==> src/rtl/fbc_pkg.sv <==
package fbc_pkg;

    localparam int LANES = 4;

    typedef enum logic [1:0] {
        MODE_FIR_RUN  = 2'b00,
        MODE_FIR_LOAD = 2'b01,
        MODE_CMUL     = 2'b10,
        MODE_BFLY     = 2'b11
    } alu_mode_e;

    typedef struct packed {
        logic tap_run;   // taps take the tap sums
        logic tap_load;  // taps take state-in
        logic cplx;      // multipliers fed in complex pairing
        logic bfly;      // butterfly post-adders active
    } ctrl_t;

    function automatic ctrl_t decode_mode(alu_mode_e m);
        ctrl_t c;
        c = '0;
        unique case (m)
            MODE_FIR_RUN:  c.tap_run  = 1'b1;
            MODE_FIR_LOAD: c.tap_load = 1'b1;
            MODE_CMUL:     c.cplx     = 1'b1;
            MODE_BFLY: begin
                c.cplx = 1'b1;
                c.bfly = 1'b1;
            end
            default: c = '0;
        endcase
        return c;
    endfunction

endpackage

==> src/rtl/fbc_mul_bank.sv <==
module fbc_mul_bank
    import fbc_pkg::*;
#(
    parameter int W = 16
) (
    input  ctrl_t                      ctrl,
    input  logic [LANES-1:0][W-1:0]    din_i,
    input  logic [LANES-1:0][W-1:0]    coef_i,
    output logic [LANES-1:0][W-1:0]    prod_o
);
    localparam int PW    = 2 * W;
    localparam int SHIFT = W - 1;

    for (genvar i = 0; i < LANES; i++) begin : g_lane
        // complex pairing: lanes 2/3 swap coefficients to form cross terms
        localparam int CSEL = (i < 2) ? i : (LANES + 1 - i);
        localparam int PAIR = i % 2;

        logic signed [W-1:0]  op_a;
        logic signed [W-1:0]  op_b;
        logic signed [PW-1:0] full;

        always_comb begin
            if (!ctrl.cplx) begin
                op_a = din_i[0];
                op_b = coef_i[i];
            end else if (ctrl.bfly) begin
                op_a = din_i[2 + PAIR];
                op_b = coef_i[CSEL];
            end else begin
                op_a = din_i[PAIR];
                op_b = coef_i[CSEL];
            end
        end

        assign full      = op_a * op_b;
        assign prod_o[i] = W'(full >>> SHIFT);
    end

endmodule

==> src/rtl/fbc_add_stage.sv <==
module fbc_add_stage
    import fbc_pkg::*;
#(
    parameter int W = 16
) (
    input  alu_mode_e                  mode,
    input  ctrl_t                      ctrl,
    input  logic [LANES-1:0][W-1:0]    din_i,
    input  logic [LANES-1:0][W-1:0]    prod_i,
    input  logic [LANES-1:0][W-1:0]    taps_i,
    output logic [LANES-1:0][W-1:0]    sum_o,
    output logic [LANES-1:0][W-1:0]    res_o
);
    // chained operand of each tap: next tap's register, bottom input for the last
    logic [LANES-1:0][W-1:0] chain;

    for (genvar i = 0; i < LANES; i++) begin : g_chain
        if (i < LANES - 1) begin : g_mid
            assign chain[i] = taps_i[i+1];
        end else begin : g_end
            assign chain[i] = din_i[1];
        end
    end

    // lane 0: switchable add/sub (tap sum or real part of the product)
    logic [W-1:0] l0_b;
    assign l0_b     = ctrl.cplx ? prod_i[1] : chain[0];
    assign sum_o[0] = ctrl.cplx ? (prod_i[0] - l0_b) : (prod_i[0] + l0_b);

    // lane 1: fixed adder, operands muxed (tap sum or imaginary part)
    logic [W-1:0] l1_a, l1_b;
    assign l1_a     = ctrl.cplx ? prod_i[2] : prod_i[1];
    assign l1_b     = ctrl.cplx ? prod_i[3] : chain[1];
    assign sum_o[1] = l1_a + l1_b;

    // lanes 2..3: fixed tap adders
    for (genvar i = 2; i < LANES; i++) begin : g_tail
        assign sum_o[i] = prod_i[i] + chain[i];
    end

    // butterfly post-adders
    logic [W-1:0] bf_p_re, bf_p_im, bf_m_re, bf_m_im;
    assign bf_p_re = din_i[0] + sum_o[0];
    assign bf_p_im = din_i[1] + sum_o[1];
    assign bf_m_re = din_i[0] - sum_o[0];
    assign bf_m_im = din_i[1] - sum_o[1];

    always_comb begin
        res_o = '0;
        unique case (mode)
            MODE_FIR_RUN: begin
                res_o[0] = din_i[0];
                res_o[1] = sum_o[0];
            end
            MODE_FIR_LOAD: res_o = '0;
            MODE_CMUL: begin
                res_o[0] = sum_o[0];
                res_o[1] = sum_o[1];
            end
            MODE_BFLY: begin
                res_o[0] = bf_p_re;
                res_o[1] = bf_p_im;
                res_o[2] = bf_m_re;
                res_o[3] = bf_m_im;
            end
            default: res_o = '0;
        endcase
    end

endmodule

==> src/rtl/fbc_tap_regs.sv <==
module fbc_tap_regs
    import fbc_pkg::*;
#(
    parameter int W = 16
) (
    input  logic                       clk,
    input  logic                       rst,
    input  logic                       fire,
    input  ctrl_t                      ctrl,
    input  logic [LANES-1:0][W-1:0]    sum_i,
    input  logic [LANES-1:0][W-1:0]    state_i,
    output logic [LANES-1:0][W-1:0]    taps_o
);
    for (genvar i = 0; i < LANES; i++) begin : g_tap
        always_ff @(posedge clk) begin
            if (rst) begin
                taps_o[i] <= '0;
            end else if (fire && ctrl.tap_load) begin
                taps_o[i] <= state_i[i];
            end else if (fire && ctrl.tap_run) begin
                taps_o[i] <= sum_i[i];
            end
        end
    end

    AST_RESET_CLEAR: assert property (@(posedge clk)
        rst |=> (taps_o == '0));

    AST_LOAD_COPY: assert property (@(posedge clk) disable iff (rst)
        (fire && ctrl.tap_load) |=> (taps_o == $past(state_i)));

    AST_CPLX_HOLD: assert property (@(posedge clk) disable iff (rst)
        (fire && ctrl.cplx) |=> $stable(taps_o));

    AST_IDLE_HOLD: assert property (@(posedge clk) disable iff (rst)
        !fire |=> $stable(taps_o));

endmodule

==> src/rtl/fbc_alu.sv <==
module fbc_alu
    import fbc_pkg::*;
#(
    parameter int W = 16
) (
    input  logic                       clk,
    input  logic                       rst,
    input  logic                       fire,
    input  logic [1:0]                 mode,
    input  logic [LANES-1:0][W-1:0]    din_i,
    input  logic [LANES-1:0][W-1:0]    coef_i,
    input  logic [LANES-1:0][W-1:0]    state_i,
    output logic [LANES-1:0][W-1:0]    res_o,
    output logic [LANES-1:0][W-1:0]    state_o
);
    alu_mode_e               mode_e;
    ctrl_t                   ctrl;
    logic [LANES-1:0][W-1:0] prod;
    logic [LANES-1:0][W-1:0] tap_sum;
    logic [LANES-1:0][W-1:0] taps;

    assign mode_e  = alu_mode_e'(mode);
    assign ctrl    = decode_mode(mode_e);
    assign state_o = taps;

    fbc_mul_bank #(.W(W)) u_mul (
        .ctrl   (ctrl),
        .din_i  (din_i),
        .coef_i (coef_i),
        .prod_o (prod)
    );

    fbc_add_stage #(.W(W)) u_add (
        .mode   (mode_e),
        .ctrl   (ctrl),
        .din_i  (din_i),
        .prod_i (prod),
        .taps_i (taps),
        .sum_o  (tap_sum),
        .res_o  (res_o)
    );

    fbc_tap_regs #(.W(W)) u_taps (
        .clk     (clk),
        .rst     (rst),
        .fire    (fire),
        .ctrl    (ctrl),
        .sum_i   (tap_sum),
        .state_i (state_i),
        .taps_o  (taps)
    );

    AST_FIR_BOTTOM_STORED: assert property (@(posedge clk) disable iff (rst)
        (fire && mode == MODE_FIR_RUN) |=> (state_o[0] == $past(res_o[1])));

    AST_LOAD_QUIET: assert property (@(posedge clk) disable iff (rst)
        (mode == MODE_FIR_LOAD) |-> (res_o == '0));

    AST_CMUL_UPPER_ZERO: assert property (@(posedge clk) disable iff (rst)
        (mode == MODE_CMUL) |-> (res_o[2] == '0 && res_o[3] == '0));

    AST_BFLY_PAIR_SUM: assert property (@(posedge clk) disable iff (rst)
        (mode == MODE_BFLY) |-> (W'(res_o[0] + res_o[2]) == W'({din_i[0], 1'b0})));

endmodule

==> config.mk <==
export PLATFORM = sky130hd
export DESIGN_NAME = fbc_alu
export DESIGN_NICKNAME = d
export VERILOG_FILES = /design/src/rtl/fbc_pkg.sv /design/src/rtl/fbc_mul_bank.sv /design/src/rtl/fbc_add_stage.sv /design/src/rtl/fbc_tap_regs.sv /design/src/rtl/fbc_alu.sv
export SDC_FILE = /design/constraint.sdc
export NUM_CORES = 2
export LEC_CHECK = 0
export BUFFER_PORTS_ARGS = -buffer_cell sky130_fd_sc_hd__buf_2
export CORE_UTILIZATION = 39
export DETAILED_ROUTE_END_ITERATION = 8
export GPL_TIMING_DRIVEN = 1
export SLEW_MARGIN = 20
export SYNTH_ARGS = -nofsm -noshare
export SYNTH_HDL_FRONTEND = slang
export SYNTH_SLANG_ARGS = --single-unit
==> constraint.sdc <==
create_clock -name clk -period 34.7 [get_ports clk]
set_clock_uncertainty 0.1 [all_clocks]
set_input_delay 1.735 -clock clk [delete_from_list [all_inputs] [get_ports clk]]
set_output_delay 1.735 -clock clk [all_outputs]
set_load 0.01 [all_outputs]
==> flow_metrics.env <==
export IMPL_wl_per_cell_um=22.3
export IMPL_postSynth_asyncResetShare_pct=0
export IMPL_resized_after_cts=0
export IMPL_place_detailed_hpwl_mm=139
export IMPL_r2r_cells=17
export IMPL_worstPathArrival_ps=15190
export IMPL_number_of_nets_still_failing_antenna_checks_after_routing=0
export IMPL_r2r_start="u_taps.taps_o[18]"
export IMPL_cts_made_buffers=9
export IMPL_placement_io_buffers=324
export IMPL_worst_endpoint_required_ps=32870
export IMPL_post_synth_design_cell_area_um2=47400
export IMPL_grt_pass1_wl_mm=248
export IMPL_tritoncts_num_sinks=64
export IMPL_slew_headroom_pct=22.9
export IMPL_clk_root_buffer_cell="sky130_fd_sc_hd__clkbuf_16"
export IMPL_criticalPathCategory="in2out"
export IMPL_finalMaxSlewViolations=0
export IMPL_synth_top_flop_cell="sky130_fd_sc_hd__dfxtp_1"
export IMPL_pin_count=325
export IMPL_drcViolationCount=0
export IMPL_tritoncts="yes"
export IMPL_holdCritStartpoint="u_taps.taps_o[13]"
export IMPL_final_setup_viol_count=0
export IMPL_max_ffs_per_register=64
export IMPL_grtUsageTotal_pct=26.9
export IMPL_nNetsFinal=7387
export IMPL_critical_path_most_common_cell="sky130_fd_sc_hd__inv_1"
export IMPL_post_synth_net_total=7214
export IMPL_yosys_register_bits=64
export IMPL_core_area_um2=120000
export IMPL_fp_row_count=127
export IMPL_startpoint="mode[1]"
export IMPL_syn_instance_count=5557
export IMPL_post_route_cells_drive_above_1_share_pct=8.93
export IMPL_clkSlewWorstSetupHoldPaths_ps=60
export IMPL_synth_edff_count=0
export IMPL_yosysUniqueCellTypes=87
export IMPL_post_route_period_util_pct=49.1
export IMPL_postCtsSetupBuffers=0
export IMPL_dieArea_um2=123000
export IMPL_measured_slew_at_the_worst_slew_check_pin_ps=1150
export IMPL_hold_viol=0
export IMPL_rsz_0062_raised_after_global_routing="no"
export IMPL_drv_cap=0
export IMPL_yosysSeqAreaShare_pct=2.71
export IMPL_critical_path_endpoint="res_o[63]"
export IMPL_largestRegisters="u_taps.taps_o: 64 flops"
export IMPL_n_fill_cell=12100
export IMPL_clock_tree_htree_level_count=3
export IMPL_timing_critical_path_slowest_stage_cell="sky130_fd_sc_hd__mux2i_1"
export IMPL_r2r_slack_ps=29760
export IMPL_grt_antenna_before_repair=20
export IMPL_worst_path_largest_cell_delay_ps=960
export IMPL_period_needed_ps=17020
export IMPL_gp_routability_congestion=0.978
export IMPL_gr_total_overflow=0
export IMPL_drt_pre_antenna_iters=6
export IMPL_hold_path_class="reg2reg"
export IMPL_die_width_um=350
export IMPL_first_global_vias=40100
export IMPL_route_detailed_vias_per_inst=5.30
export IMPL_regMostFlops="u_taps.taps_o"
export IMPL_syn_to_final_growth_pct=7.79
export IMPL_post_route_setup_tns_ps=0
export IMPL_effective_utilization_at_floorplan_pct=39.4
export IMPL_fmaxAchievable_mhz=58.7
export IMPL_synthesis_area_per_instance_um2=8.52
export IMPL_maximum_number_of_pins_on_one_net_before_global_route_repair=95
export IMPL_cts_path_max_buffers=2
export IMPL_ctsHoldBuffers=0
export IMPL_num_vias=39000
export IMPL_post_detailed_routing_wire_length_mm=164
export IMPL_timing_hold_worst_path_depth=2
export IMPL_ys_warn_count=0
export IMPL_fp_dieH_um=350
export IMPL_worst_path_max_fanout=94
export IMPL_dr_first_iter_drc_count=3096
export IMPL_r2r_end="u_taps.taps_o[15]"
export IMPL_endpoint_kind="output pin"
export IMPL_start_kind="primary input"
export IMPL_run_status="finished, final reports clean"
export IMPL_clk_insertion_delay_late_ps=350
-- cell usage after synthesis (12+ instances only) --
| library cell | instances | area [um^2] |
|---|---|---|
| sky130_fd_sc_hd__o21a_1 | 16 | 120 |
| sky130_fd_sc_hd__fa_1 | 1028 | 20600 |
| sky130_fd_sc_hd__a31oi_1 | 15 | 93.8 |
| sky130_fd_sc_hd__inv_1 | 1203 | 4520 |
| sky130_fd_sc_hd__buf_1 | 14 | 52.6 |
| sky130_fd_sc_hd__o21ai_0 | 105 | 526 |
| sky130_fd_sc_hd__o21bai_1 | 29 | 218 |
| sky130_fd_sc_hd__nand2_1 | 748 | 2810 |
| sky130_fd_sc_hd__a311oi_1 | 15 | 131 |
| sky130_fd_sc_hd__xor2_1 | 45 | 394 |
| sky130_fd_sc_hd__a211oi_1 | 53 | 398 |
| sky130_fd_sc_hd__a21o_1 | 69 | 518 |
| sky130_fd_sc_hd__nor2_1 | 409 | 1540 |
| sky130_fd_sc_hd__mux2_2 | 60 | 676 |
| sky130_fd_sc_hd__dfxtp_1 | 64 | 1280 |
| sky130_fd_sc_hd__o211ai_1 | 23 | 173 |
| sky130_fd_sc_hd__o31ai_1 | 13 | 97.6 |
| sky130_fd_sc_hd__nand3_1 | 33 | 165 |
| sky130_fd_sc_hd__a2111oi_0 | 12 | 105 |
| sky130_fd_sc_hd__or2_2 | 18 | 113 |
| sky130_fd_sc_hd__ha_1 | 432 | 5410 |
| sky130_fd_sc_hd__nor3_1 | 79 | 395 |
| sky130_fd_sc_hd__nor2b_1 | 34 | 213 |
| sky130_fd_sc_hd__a21oi_1 | 186 | 931 |
| sky130_fd_sc_hd__and3_1 | 18 | 113 |
| sky130_fd_sc_hd__and2_1 | 236 | 1480 |
| sky130_fd_sc_hd__clkbuf_1 | 192 | 721 |
| sky130_fd_sc_hd__or3_1 | 18 | 113 |
| sky130_fd_sc_hd__nand2b_1 | 17 | 106 |
| sky130_fd_sc_hd__mux2i_1 | 69 | 691 |
| sky130_fd_sc_hd__xnor2_1 | 152 | 1330 |
-- cell usage in the layout (no fill, tap or decap), types with 12 or more instances in the layout --
cell / Yosys / final
sky130_fd_sc_hd__a211oi_1: 53 / 52
sky130_fd_sc_hd__a2111oi_0: 12 / 12
sky130_fd_sc_hd__o31ai_1: 13 / 13
sky130_fd_sc_hd__dfxtp_1: 64 / 64
sky130_fd_sc_hd__or2_2: 18 / 18
sky130_fd_sc_hd__inv_1: 1203 / 1201
sky130_fd_sc_hd__o211ai_1: 23 / 23
sky130_fd_sc_hd__mux2_2: 60 / 60
sky130_fd_sc_hd__nor2b_1: 34 / 33
sky130_fd_sc_hd__xnor2_1: 152 / 152
sky130_fd_sc_hd__mux2i_1: 69 / 65
sky130_fd_sc_hd__o21a_1: 16 / 16
sky130_fd_sc_hd__a21oi_1: 186 / 173
sky130_fd_sc_hd__o21bai_1: 29 / 29
sky130_fd_sc_hd__a311oi_1: 15 / 15
sky130_fd_sc_hd__a31oi_1: 15 / 15
sky130_fd_sc_hd__xor2_1: 45 / 45
sky130_fd_sc_hd__buf_4: 1 / 52
sky130_fd_sc_hd__nor3_1: 79 / 78
sky130_fd_sc_hd__and2_1: 236 / 236
sky130_fd_sc_hd__buf_2: 5 / 322
sky130_fd_sc_hd__nand2b_1: 17 / 17
sky130_fd_sc_hd__nor2_1: 409 / 409
sky130_fd_sc_hd__nand3_1: 33 / 33
sky130_fd_sc_hd__nand2_1: 748 / 747
sky130_fd_sc_hd__ha_1: 432 / 432
sky130_fd_sc_hd__a21o_1: 69 / 69
sky130_fd_sc_hd__o21ai_0: 105 / 105
sky130_fd_sc_hd__or3_1: 18 / 18
sky130_fd_sc_hd__fa_1: 1028 / 1028
sky130_fd_sc_hd__and3_1: 18 / 18
-- cell type report --
type	count	area (um^2)	area share [%]
diodes	8	20.0	0.0392
clock buffers	9	225	0.441
clock inverters	7	103	0.201
inverters	1204	4520	8.85
multi-input cells	4075	40900	80.0
flip-flops and latches	64	1280	2.51
well taps	1612	2020	3.95
repair buffers	376	2030	3.97
-- routing by layer --
metal | GRT usage, % | vias up | share of wire [%]
li1 | - | 17400 | -
met1 | 36.5 | 19800 | 41
met2 | 43.4 | 1578 | 46
met3 | 5.59 | 221 | 10
met4 | 7.40 | 8 | 3.2
met5 | 0 | - | 0.036
-- worst max-delay path: cells and delay by family --
family	cells	cell delay, ps
and+or+nand+nor	6	1380
adders and majority gates	9	3480
AOI/OAI and AO/OA	15	4820
xor gates and xnor gates	2	630
buffers and inverters	10	1600
muxes	2	1400
-- how the worst min path moves through the flow --
stage	end	slack, ps
floorplan	u_taps.taps_o[34]	390
global placement	u_taps.taps_o[13]	380
detailed placement	u_taps.taps_o[13]	380
CTS	u_taps.taps_o[34]	390
global route	u_taps.taps_o[7]	410
finish	u_taps.taps_o[13]	400
-- kinds of logic after synthesis --
group,share of synthesized area [%]
simple gates,15.6
mux,2.94
flops,2.71
compound gates,8.84
buf+inv,11.3
fa+ha+maj,54.9
xor+xnor,3.79
-- through the flow --
stage          hold WS [ps]  area [um^2]  cells  util [%]  setup WS, ps
2_1_floorplan           386        47400   5557         -         20120
3_3_place_gp            376        50700   7331      42.2         18130
3_5_place_dp            384        50700   7331      42.2         17990
4_1_cts                 394        51000   7347      42.5         17930
5_1_grt                 408        51000   7352      42.5         17020
6_report                399        51000   7355      42.5         17680
Power is left out: the tool's default activity adds up to more than one toggle a clock period on the data nets, which glitch-free logic cannot reach.
